## src/rtl/sgt_pkg.sv

```systemverilog
package sgt_pkg;

   typedef enum logic [1:0] {
      ELEM_8  = 2'b00,
      ELEM_16 = 2'b01,
      ELEM_32 = 2'b10,
      ELEM_64 = 2'b11
   } elem_e;

   typedef enum logic [1:0] {
      HI_KEEP  = 2'b00,
      HI_CLEAR = 2'b01,
      HI_WIDE  = 2'b10,
      HI_RSVD  = 2'b11
   } hi_mode_e;

   localparam int unsigned MIN_LANE_W = 8;
   localparam int unsigned MAX_LANE_W = 64;

endpackage

```

## src/rtl/sgt_chunk.sv

```systemverilog
// One MAX_LANE_W-wide slice: every lane width computed in parallel, then selected.
module sgt_chunk
   import sgt_pkg::*;
#(
   parameter int unsigned CHUNK_W = MAX_LANE_W,
   parameter int unsigned LANE_MIN = MIN_LANE_W
) (
   input  logic [CHUNK_W-1:0] a,
   input  logic [CHUNK_W-1:0] b,
   input  logic [1:0]         size_sel,
   output logic [CHUNK_W-1:0] mask
);
   localparam int unsigned NSZ = $clog2(CHUNK_W / LANE_MIN) + 1;

   if (NSZ != 4) begin : g_bad_nsz
      $error("sgt_chunk: CHUNK_W/LANE_MIN must give exactly four lane widths");
   end
   if ((CHUNK_W % LANE_MIN) != 0) begin : g_bad_div
      $error("sgt_chunk: CHUNK_W must be a multiple of LANE_MIN");
   end

   logic [NSZ-1:0][CHUNK_W-1:0] per_size;

   for (genvar s = 0; s < NSZ; s++) begin : g_sz
      localparam int unsigned LW = LANE_MIN << s;
      localparam int unsigned NL = CHUNK_W / LW;
      for (genvar l = 0; l < NL; l++) begin : g_ln
         logic gt;
         assign gt = $signed(a[l*LW +: LW]) > $signed(b[l*LW +: LW]);
         assign per_size[s][l*LW +: LW] = {LW{gt}};
      end
   end

   assign mask = per_size[size_sel];

endmodule

```

## src/rtl/sgt_half_sel.sv

```systemverilog
// Chooses the upper half of the destination from the mode select.
module sgt_half_sel
   import sgt_pkg::*;
#(
   parameter int unsigned VEC_W = 256
) (
   input  logic [VEC_W-1:0] computed,
   input  logic [VEC_W-1:0] dst_old,
   input  logic [1:0]       mode_sel,
   output logic [VEC_W-1:0] result
);
   localparam int unsigned HALF_W = VEC_W / 2;

   if ((VEC_W % 2) != 0) begin : g_bad_half
      $error("sgt_half_sel: VEC_W must be even");
   end

   hi_mode_e mode;
   assign mode = hi_mode_e'(mode_sel);

   logic [HALF_W-1:0] upper;

   always_comb begin
      unique case (mode)
         HI_KEEP:  upper = dst_old[VEC_W-1:HALF_W];
         HI_CLEAR: upper = '0;
         default:  upper = computed[VEC_W-1:HALF_W];
      endcase
   end

   assign result = {upper, computed[HALF_W-1:0]};

endmodule

```

## src/rtl/sgt_out_reg.sv

```systemverilog
// Result register with valid flag; data loads only on an accepted operation.
module sgt_out_reg #(
   parameter int unsigned W = 256
) (
   input  logic         clk,
   input  logic         rst,
   input  logic         load,
   input  logic [W-1:0] d,
   output logic [W-1:0] q,
   output logic         valid
);
   always_ff @(posedge clk) begin
      if (rst) begin
         valid <= 1'b0;
         q     <= '0;
      end else begin
         valid <= load;
         if (load) q <= d;
      end
   end
endmodule

```

## src/rtl/simd_sgt_cmp.sv

```systemverilog
module simd_sgt_cmp
   import sgt_pkg::*;
#(
   parameter int unsigned VEC_W = 256
) (
   input  logic             clk,
   input  logic             rst,
   input  logic             in_valid,
   input  logic [VEC_W-1:0] src_a,
   input  logic [VEC_W-1:0] src_b,
   input  logic [VEC_W-1:0] dst_old,
   input  logic [1:0]       size_sel,
   input  logic [1:0]       mode_sel,
   output logic             out_valid,
   output logic [VEC_W-1:0] dst_out
);
   localparam int unsigned CHUNK_W = MAX_LANE_W;
   localparam int unsigned NCHUNK  = VEC_W / CHUNK_W;
   localparam int unsigned HALF_W  = VEC_W / 2;

   if ((VEC_W % (2 * CHUNK_W)) != 0) begin : g_bad_vec
      $error("simd_sgt_cmp: VEC_W must be a multiple of twice the widest lane");
   end

   logic [VEC_W-1:0] computed;
   logic [VEC_W-1:0] merged;

   for (genvar c = 0; c < NCHUNK; c++) begin : g_chunk
      sgt_chunk #(.CHUNK_W(CHUNK_W), .LANE_MIN(MIN_LANE_W)) u_chunk (
         .a        (src_a[c*CHUNK_W +: CHUNK_W]),
         .b        (src_b[c*CHUNK_W +: CHUNK_W]),
         .size_sel (size_sel),
         .mask     (computed[c*CHUNK_W +: CHUNK_W])
      );
   end

   sgt_half_sel #(.VEC_W(VEC_W)) u_half (
      .computed (computed),
      .dst_old  (dst_old),
      .mode_sel (mode_sel),
      .result   (merged)
   );

   sgt_out_reg #(.W(VEC_W)) u_reg (
      .clk   (clk),
      .rst   (rst),
      .load  (in_valid),
      .d     (merged),
      .q     (dst_out),
      .valid (out_valid)
   );

   // latency of exactly one cycle
   assert_valid_follows_R7: assert property (@(posedge clk) disable iff (rst)
      in_valid |=> out_valid);
   assert_valid_idle_R7: assert property (@(posedge clk) disable iff (rst)
      !in_valid |=> !out_valid);

   // keep mode passes the old upper half through
   assert_keep_upper_R3: assert property (@(posedge clk) disable iff (rst)
      (in_valid && mode_sel == 2'b00) |=>
         dst_out[VEC_W-1:HALF_W] == $past(dst_old[VEC_W-1:HALF_W]));

   // clear mode zeros the upper half
   assert_clear_upper_R4: assert property (@(posedge clk) disable iff (rst)
      (in_valid && mode_sel == 2'b01) |=> dst_out[VEC_W-1:HALF_W] == '0);

   // result holds when idle
   assert_hold_idle_R9: assert property (@(posedge clk) disable iff (rst)
      !in_valid |=> $stable(dst_out));

   // lowest 64-bit lane in 64-bit mode matches a signed compare of the inputs
   assert_q0_signed_R1: assert property (@(posedge clk) disable iff (rst)
      (in_valid && size_sel == 2'b11) |=>
         dst_out[63:0] == (($signed($past(src_a[63:0])) > $signed($past(src_b[63:0])))
                           ? {64{1'b1}} : 64'd0));

   // top byte lane is uniform in wide byte mode
   assert_top_byte_uniform_R8: assert property (@(posedge clk) disable iff (rst)
      (in_valid && size_sel == 2'b00 && mode_sel[1]) |=>
         (dst_out[VEC_W-1 -: 8] == 8'h00 || dst_out[VEC_W-1 -: 8] == 8'hFF));

endmodule

```

## config.mk

```make
export PLATFORM = sky130hd
export DESIGN_NAME = simd_sgt_cmp
export DESIGN_NICKNAME = d
export VERILOG_FILES = /design/src/rtl/sgt_pkg.sv /design/src/rtl/sgt_chunk.sv /design/src/rtl/sgt_half_sel.sv /design/src/rtl/sgt_out_reg.sv /design/src/rtl/simd_sgt_cmp.sv
export SDC_FILE = /design/constraint.sdc
export NUM_CORES = 1
export LEC_CHECK = 0
export BUFFER_PORTS_ARGS = -buffer_cell sky130_fd_sc_hd__buf_2
export CORE_AREA = 3 3 403 405
export DETAILED_ROUTE_END_ITERATION = 7
export DIE_AREA = 0 0 406 408
export GPL_TIMING_DRIVEN = 0
export PLACE_DENSITY = 0.33
export SETUP_SLACK_MARGIN = 0.1
export SYNTH_ARGS = -nofsm -noshare
export SYNTH_HDL_FRONTEND = slang
export SYNTH_SLANG_ARGS = --single-unit
```

## constraint.sdc

```tcl
create_clock -name clk -period 4.66 [get_ports clk]
set_clock_uncertainty 0.05 [all_clocks]
set_input_delay 1.165 -clock clk [delete_from_list [all_inputs] [get_ports clk]]
set_output_delay 1.165 -clock clk [all_outputs]
set_load 0.05 [all_outputs]
```

# Word-level counts from Yosys, hierarchy flattened
# Cells that the tools add are included.
dict set report classes {
  eq_ne 1
  n_reduce_logical 1
  magnitude_cmp 61
  muxes 9
}
# operator n
set ops {}
lappend ops {{$bmux 64 s2} 4}
lappend ops {{$gt 16x16->1} 16}
lappend ops {{$gt 32x32->1} 8}
lappend ops {{$gt 64x64->1} 4}
lappend ops {{$gt 8x8->1} 32}
lappend ops {{$mux 64} 4}
lappend ops {{$pmux 128 s2} 1}
lappend ops {{$lt 2x3->1 const B} 1}
lappend ops {{$eq 2x1->1 const B} 1}
lappend ops {{$logic_not 2->1} 1}
dict set report word_totals {
  out_inout_bits 257
  register_bits 257
  inputBits 775
  word_cells 74
}

# Longest topological paths before layout
dict set report depth {
  word_depth 4
  depth_mapped 13
  ltp_nobuf 11
}

# Modules after synthesis
# Synthesis repeated with hierarchy kept, for this count alone.
dict set report unflattened {
  cells_unflattened 2761
  area_unflattened_um2 23243.5
}
# mod area_per_inst_um2 cells_per_inst instances
set by_module_without_submodules {}
lappend by_module_without_submodules {sgt_chunk 2916.5 412 4}
lappend by_module_without_submodules {sgt_out_reg 9223.8 828 1}
lappend by_module_without_submodules {sgt_half_sel 2353.5 285 1}

# Least setup slack after synthesis
# OpenSTA, ideal clock, no wires.
dict set report synth_timing {
  path_kind {in2reg}
  start {input port src_b[191]}
  end {register u_reg.q[135]}
  required_ns 4.465
  t_arrival_ns 3.487
  path_stages 11
  slack_ns 0.978
  n_path_buf 1
  cell_sequence {inv_1 ha_1 buf_2 and4_4 and2_1 a2bb2oi_2 nand3_1 o31a_1 o21a_4 o41ai_4 a211oi_2}
}
dict set report synth_via {
  elab_chain_len 4
}
# item line_no
set synth_lines {}
lappend synth_lines {{from (decl)} simd_sgt_cmp.sv:10} ;# input logic [VEC_W-1:0] src_b,
lappend synth_lines {{$gt 64x64->1} sgt_chunk.sv:29} ;# assign gt = $signed(a[l*LW +: LW]) > $signed(b[l*LW +: LW]);
lappend synth_lines {{$bmux 64 s2} sgt_chunk.sv:34} ;# assign mask = per_size[size_sel];
lappend synth_lines {{$mux 64 (implied by the code)} sgt_chunk.sv:34}
lappend synth_lines {{$pmux 128 s2} sgt_half_sel.sv:24} ;# unique case (mode)
lappend synth_lines {{to (signal assigned)} sgt_out_reg.sv:15} ;# q <= '0;
lappend synth_lines {{to (signal assigned)} sgt_out_reg.sv:18} ;# if (load) q <= d;
lappend synth_lines {{to (decl)} sgt_out_reg.sv:9} ;# output logic [W-1:0] q,
# No other way between the ends. The select of a mux whose other input is x is not followed.
# A chain may end at the register's enable or synchronous reset.

# Final worst setup path
dict set report layout_timing {
  start {input port src_b[215]}
  end {register u_reg.q[192]}
}
dict set report layout_via {
  elab_chain_len 4
  elab_cells_between_ends 5
}
# item line_no
set layout_lines {}
lappend layout_lines {{$gt 64x64->1 / $gt 32x32->1 (equally long branches)} sgt_chunk.sv:29}
lappend layout_lines {{$bmux 64 s2 *} sgt_chunk.sv:34}
lappend layout_lines {{$mux 64 (implied by the code) *} sgt_chunk.sv:34}
lappend layout_lines {{$pmux 128 s2 *} sgt_half_sel.sv:24}
# Every way passes the cells marked *; elsewhere a longest branch is shown, timed or not. The select of a mux whose other input is x is not followed.

==> impl_metrics.tcl <==
set metrics [dict create \
    num_io_pins 1032 \
    cts.reportedPaths.clkPinSlew_ns 0.07 \
    syn_inst 2192 \
    setup_viol 0 \
    ys_types 90 \
    nets 4173 \
    critical_path.slowest_cell "o21ai_2" \
    yosys.area.top_type_share_pct 21.8 \
    worst-endpoint-required_ns 4.95 \
    ant_nets 0 \
    ys_ff_latch 145 \
    cp-end-kind "register" \
    finalHoldViolations 0 \
    syn-num-nets 3251 \
    routedWlPerCell_microns 24.2 \
    final_core_util_pct 15.2 \
    dieArea_sq_um 166000 \
    drt-initial-drc-count 715 \
    cts_root_buf "clkbuf_16" \
    max_freq_mhz 221 \
    cts_tree "done" \
    place_congestion 0.825 \
    rows 146 \
    ys_top_cells_by_count "inv_1, ha_1, nand2_1" \
    power_leakage_nw 12.2 \
    start_kind "input port" \
    cp_top_family "compound AO/OA/AOI/OAI gates" \
    cts_buffers 17 \
    hpwl_microns 113000 \
    rsz0062_at_grt "yes" \
    grt_max_degree 18 \
    worst_hold_slack_ns 0.431 \
    clock-sinks 145 \
    cts_max_path_buffers 2 \
    max_stage_delay_ns 0.89 \
    finalCriticalPeriod_ns 4.52 \
    report.final.slew_viol_count 0 \
    synthTopCellsByArea "ha_1, dfxtp_1, inv_1, a21oi_1, buf_4" \
    core_sq_um 159000 \
    drc_errors 0 \
    routed_wl_microns 126000 \
    yosysMostFrequentCell "inv_1" \
    die_width_microns 406 \
    yosysSeqAreaShare_pct 17.8 \
    design_area_sq_um 24100 \
    initial_core_util_pct 10.3 \
    synth_top_cell_by_area "ha_1" \
    cts_max_level 4 \
    synth-edff-count 0 \
    outcome "completed" \
    syn_avg_cell_area_sq_um 7.43 \
    worstSetupPathType "in2reg" \
    worst-path-max-fanout 8 \
    die_height_microns 408 \
    layout-drive-gt1-share_pct 36.6 \
    tightest_slew_ns 1.24 \
    synthFlopType "dfxtp_1" \
    antenna_found_initial 158 \
    syn_area_sq_um 16300 \
    slew_headroom_pct 17.1 \
    min_period_over_period_pct 96.9 \
    grt_pass1_vias 19600 \
    critical_path_buf_inv_count 2 \
    max_cap_violations 0 \
    viasPerCell 3.75 \
    grt_pass1_wl_microns 165000 \
    min_path_type "reg2reg" \
    first_pass_iters 5 \
    cts_hold_buf 0 \
    power_density_nw_per_um2 241 \
    peakVddDrop_uv 165 \
    clk_latency_ns 0.52 \
    grt.overflow.total 0 \
    place.port_buffers 900 \
    grt_usage_pct 14.8 \
    syn2layout_area_growth_pct 48.3 \
    dr_total_vias 19600 \
    ys_warn_count 0 \
    async_reset_ff_share_pct 0 \
    n_fill_cell 18500 \
    arrival_ns 4.81 \
    crit_chain "buf_2, inv_1, ha_1, nand2_1, o21ai_0, a22oi_1, and2_1, a21boi_0, xnor2_1, o221ai_2, o21ai_2, a211oi_1" \
    place_area_sq_um 23500 \
]
[metrics by stage]
step           std cells  total power [mW]  worst slack, ns  TNS, ns
2_1_floorplan       2192              3.27            0.978        0
3_3_place_gp        5164              4.41            -1.36   -98.68
3_5_place_dp        5168              4.42           -0.849   -60.35
4_1_cts             5199              5.99            0.106        0
5_1_grt             5208              6.21          -0.0386   -0.193
6_report            5229              5.82            0.142        0
[worst reg2reg max path, cell delays in order (launching register included)]
cell and delay (ns):
dfxtp_1 0.74, nor3b_1 0.25, a21oi_1 0.06, o31ai_1 0.07
[cells by family (layout without fill, tap and decap cells)]
family                     Yosys count  in the layout  share of synthesized area [%]
other                                0             30                              0
AOI/OAI and AO/OA                  601            601                           26.4
buffers and inverters              514           1449                           14.5
adders and majority gates          284            284                           21.8
xor gates and xnor gates            18             18                          0.969
muxes                                5              5                          0.308
DFF                                145            145                           17.8
and+or+nand+nor                    625            625                           18.1
[timing repair]
item                                    in CTS  in global routing
buffers inserted                             0                  0
gates resized for setup                      3                  1
endpoints found under the hold margin        0                  0
pin swaps                                    0                  1
endpoints found under the setup margin      50                 40
[final timing paths]
check        depth (start not counted)  slack, ns           end          from
max                                 12       0.14  u_reg.q[192]    src_b[215]
min                                  2       0.43  u_reg.q[247]  u_reg.q[247]
max reg2reg                          3       3.40   u_reg.q[39]   u_reg.q[39]
min reg2reg                          2       0.43  u_reg.q[247]  u_reg.q[247]
[state kept, by name, indices dropped and copies added, names as in the netlist]
| register | count |
|---|---|
| u_reg.q | 144 |
| u_reg.valid | 1 |
[power by group]
part           switching (mW)  total, mW  internal (mW)
Clock                   0.780       1.50          0.716
Sequential              0.109       1.46           1.35
Combinational            1.94       2.87          0.932
[cells in the final DEF, fill, tap and decap left out, drive strengths merged, types with 6 or more instances in the layout]
cell type,count
nand2b,11
or3,14
or2,6
dfxtp,145
nor4,15
o21a,13
nand4,40
a211oi,99
o21bai,6
nor3b,6
nand3,36
xor2,7
a211o,27
nand2,224
and3,8
ha,284
xnor2,11
a2111oi,15
a21o,14
nor2b,20
a311oi,15
nor3,23
o211ai,12
inv,338
clkbuf,80
and4,14
a31oi,20
diode,30
buf,1025
a41oi,24
o21ai,96
a21oi,198
and2,7
nor2,190
[cell type report]
class                           count  area, sq um  area share, %
Multi-Input combinational cell   1533        11000           45.7
Timing Repair Buffer              904         4570           18.9
Sequential cell                   145         2900           12.0
Tap cell                         2072         2590           10.7
Inverter                          329         1230           5.12
Buffer                            184         1140           4.71
Clock buffer                       17          425           1.76
Clock inverter                     15          161          0.669
Antenna cell                       30         75.1          0.311
[metal layers]
| layer | GRT usage, % | wire (microns) | part of all wire [%] |
|---|---|---|---|
| met2 | 27.0 | 63800 | 50 |
| met4 | 2.68 | 2020 | 1.6 |
| met1 | 16.0 | 48300 | 38 |
| met5 | 0 | 593 | 0.47 |
| met3 | 6.00 | 11700 | 9.3 |
No activity file was read; power rests on OpenSTA's default activity.
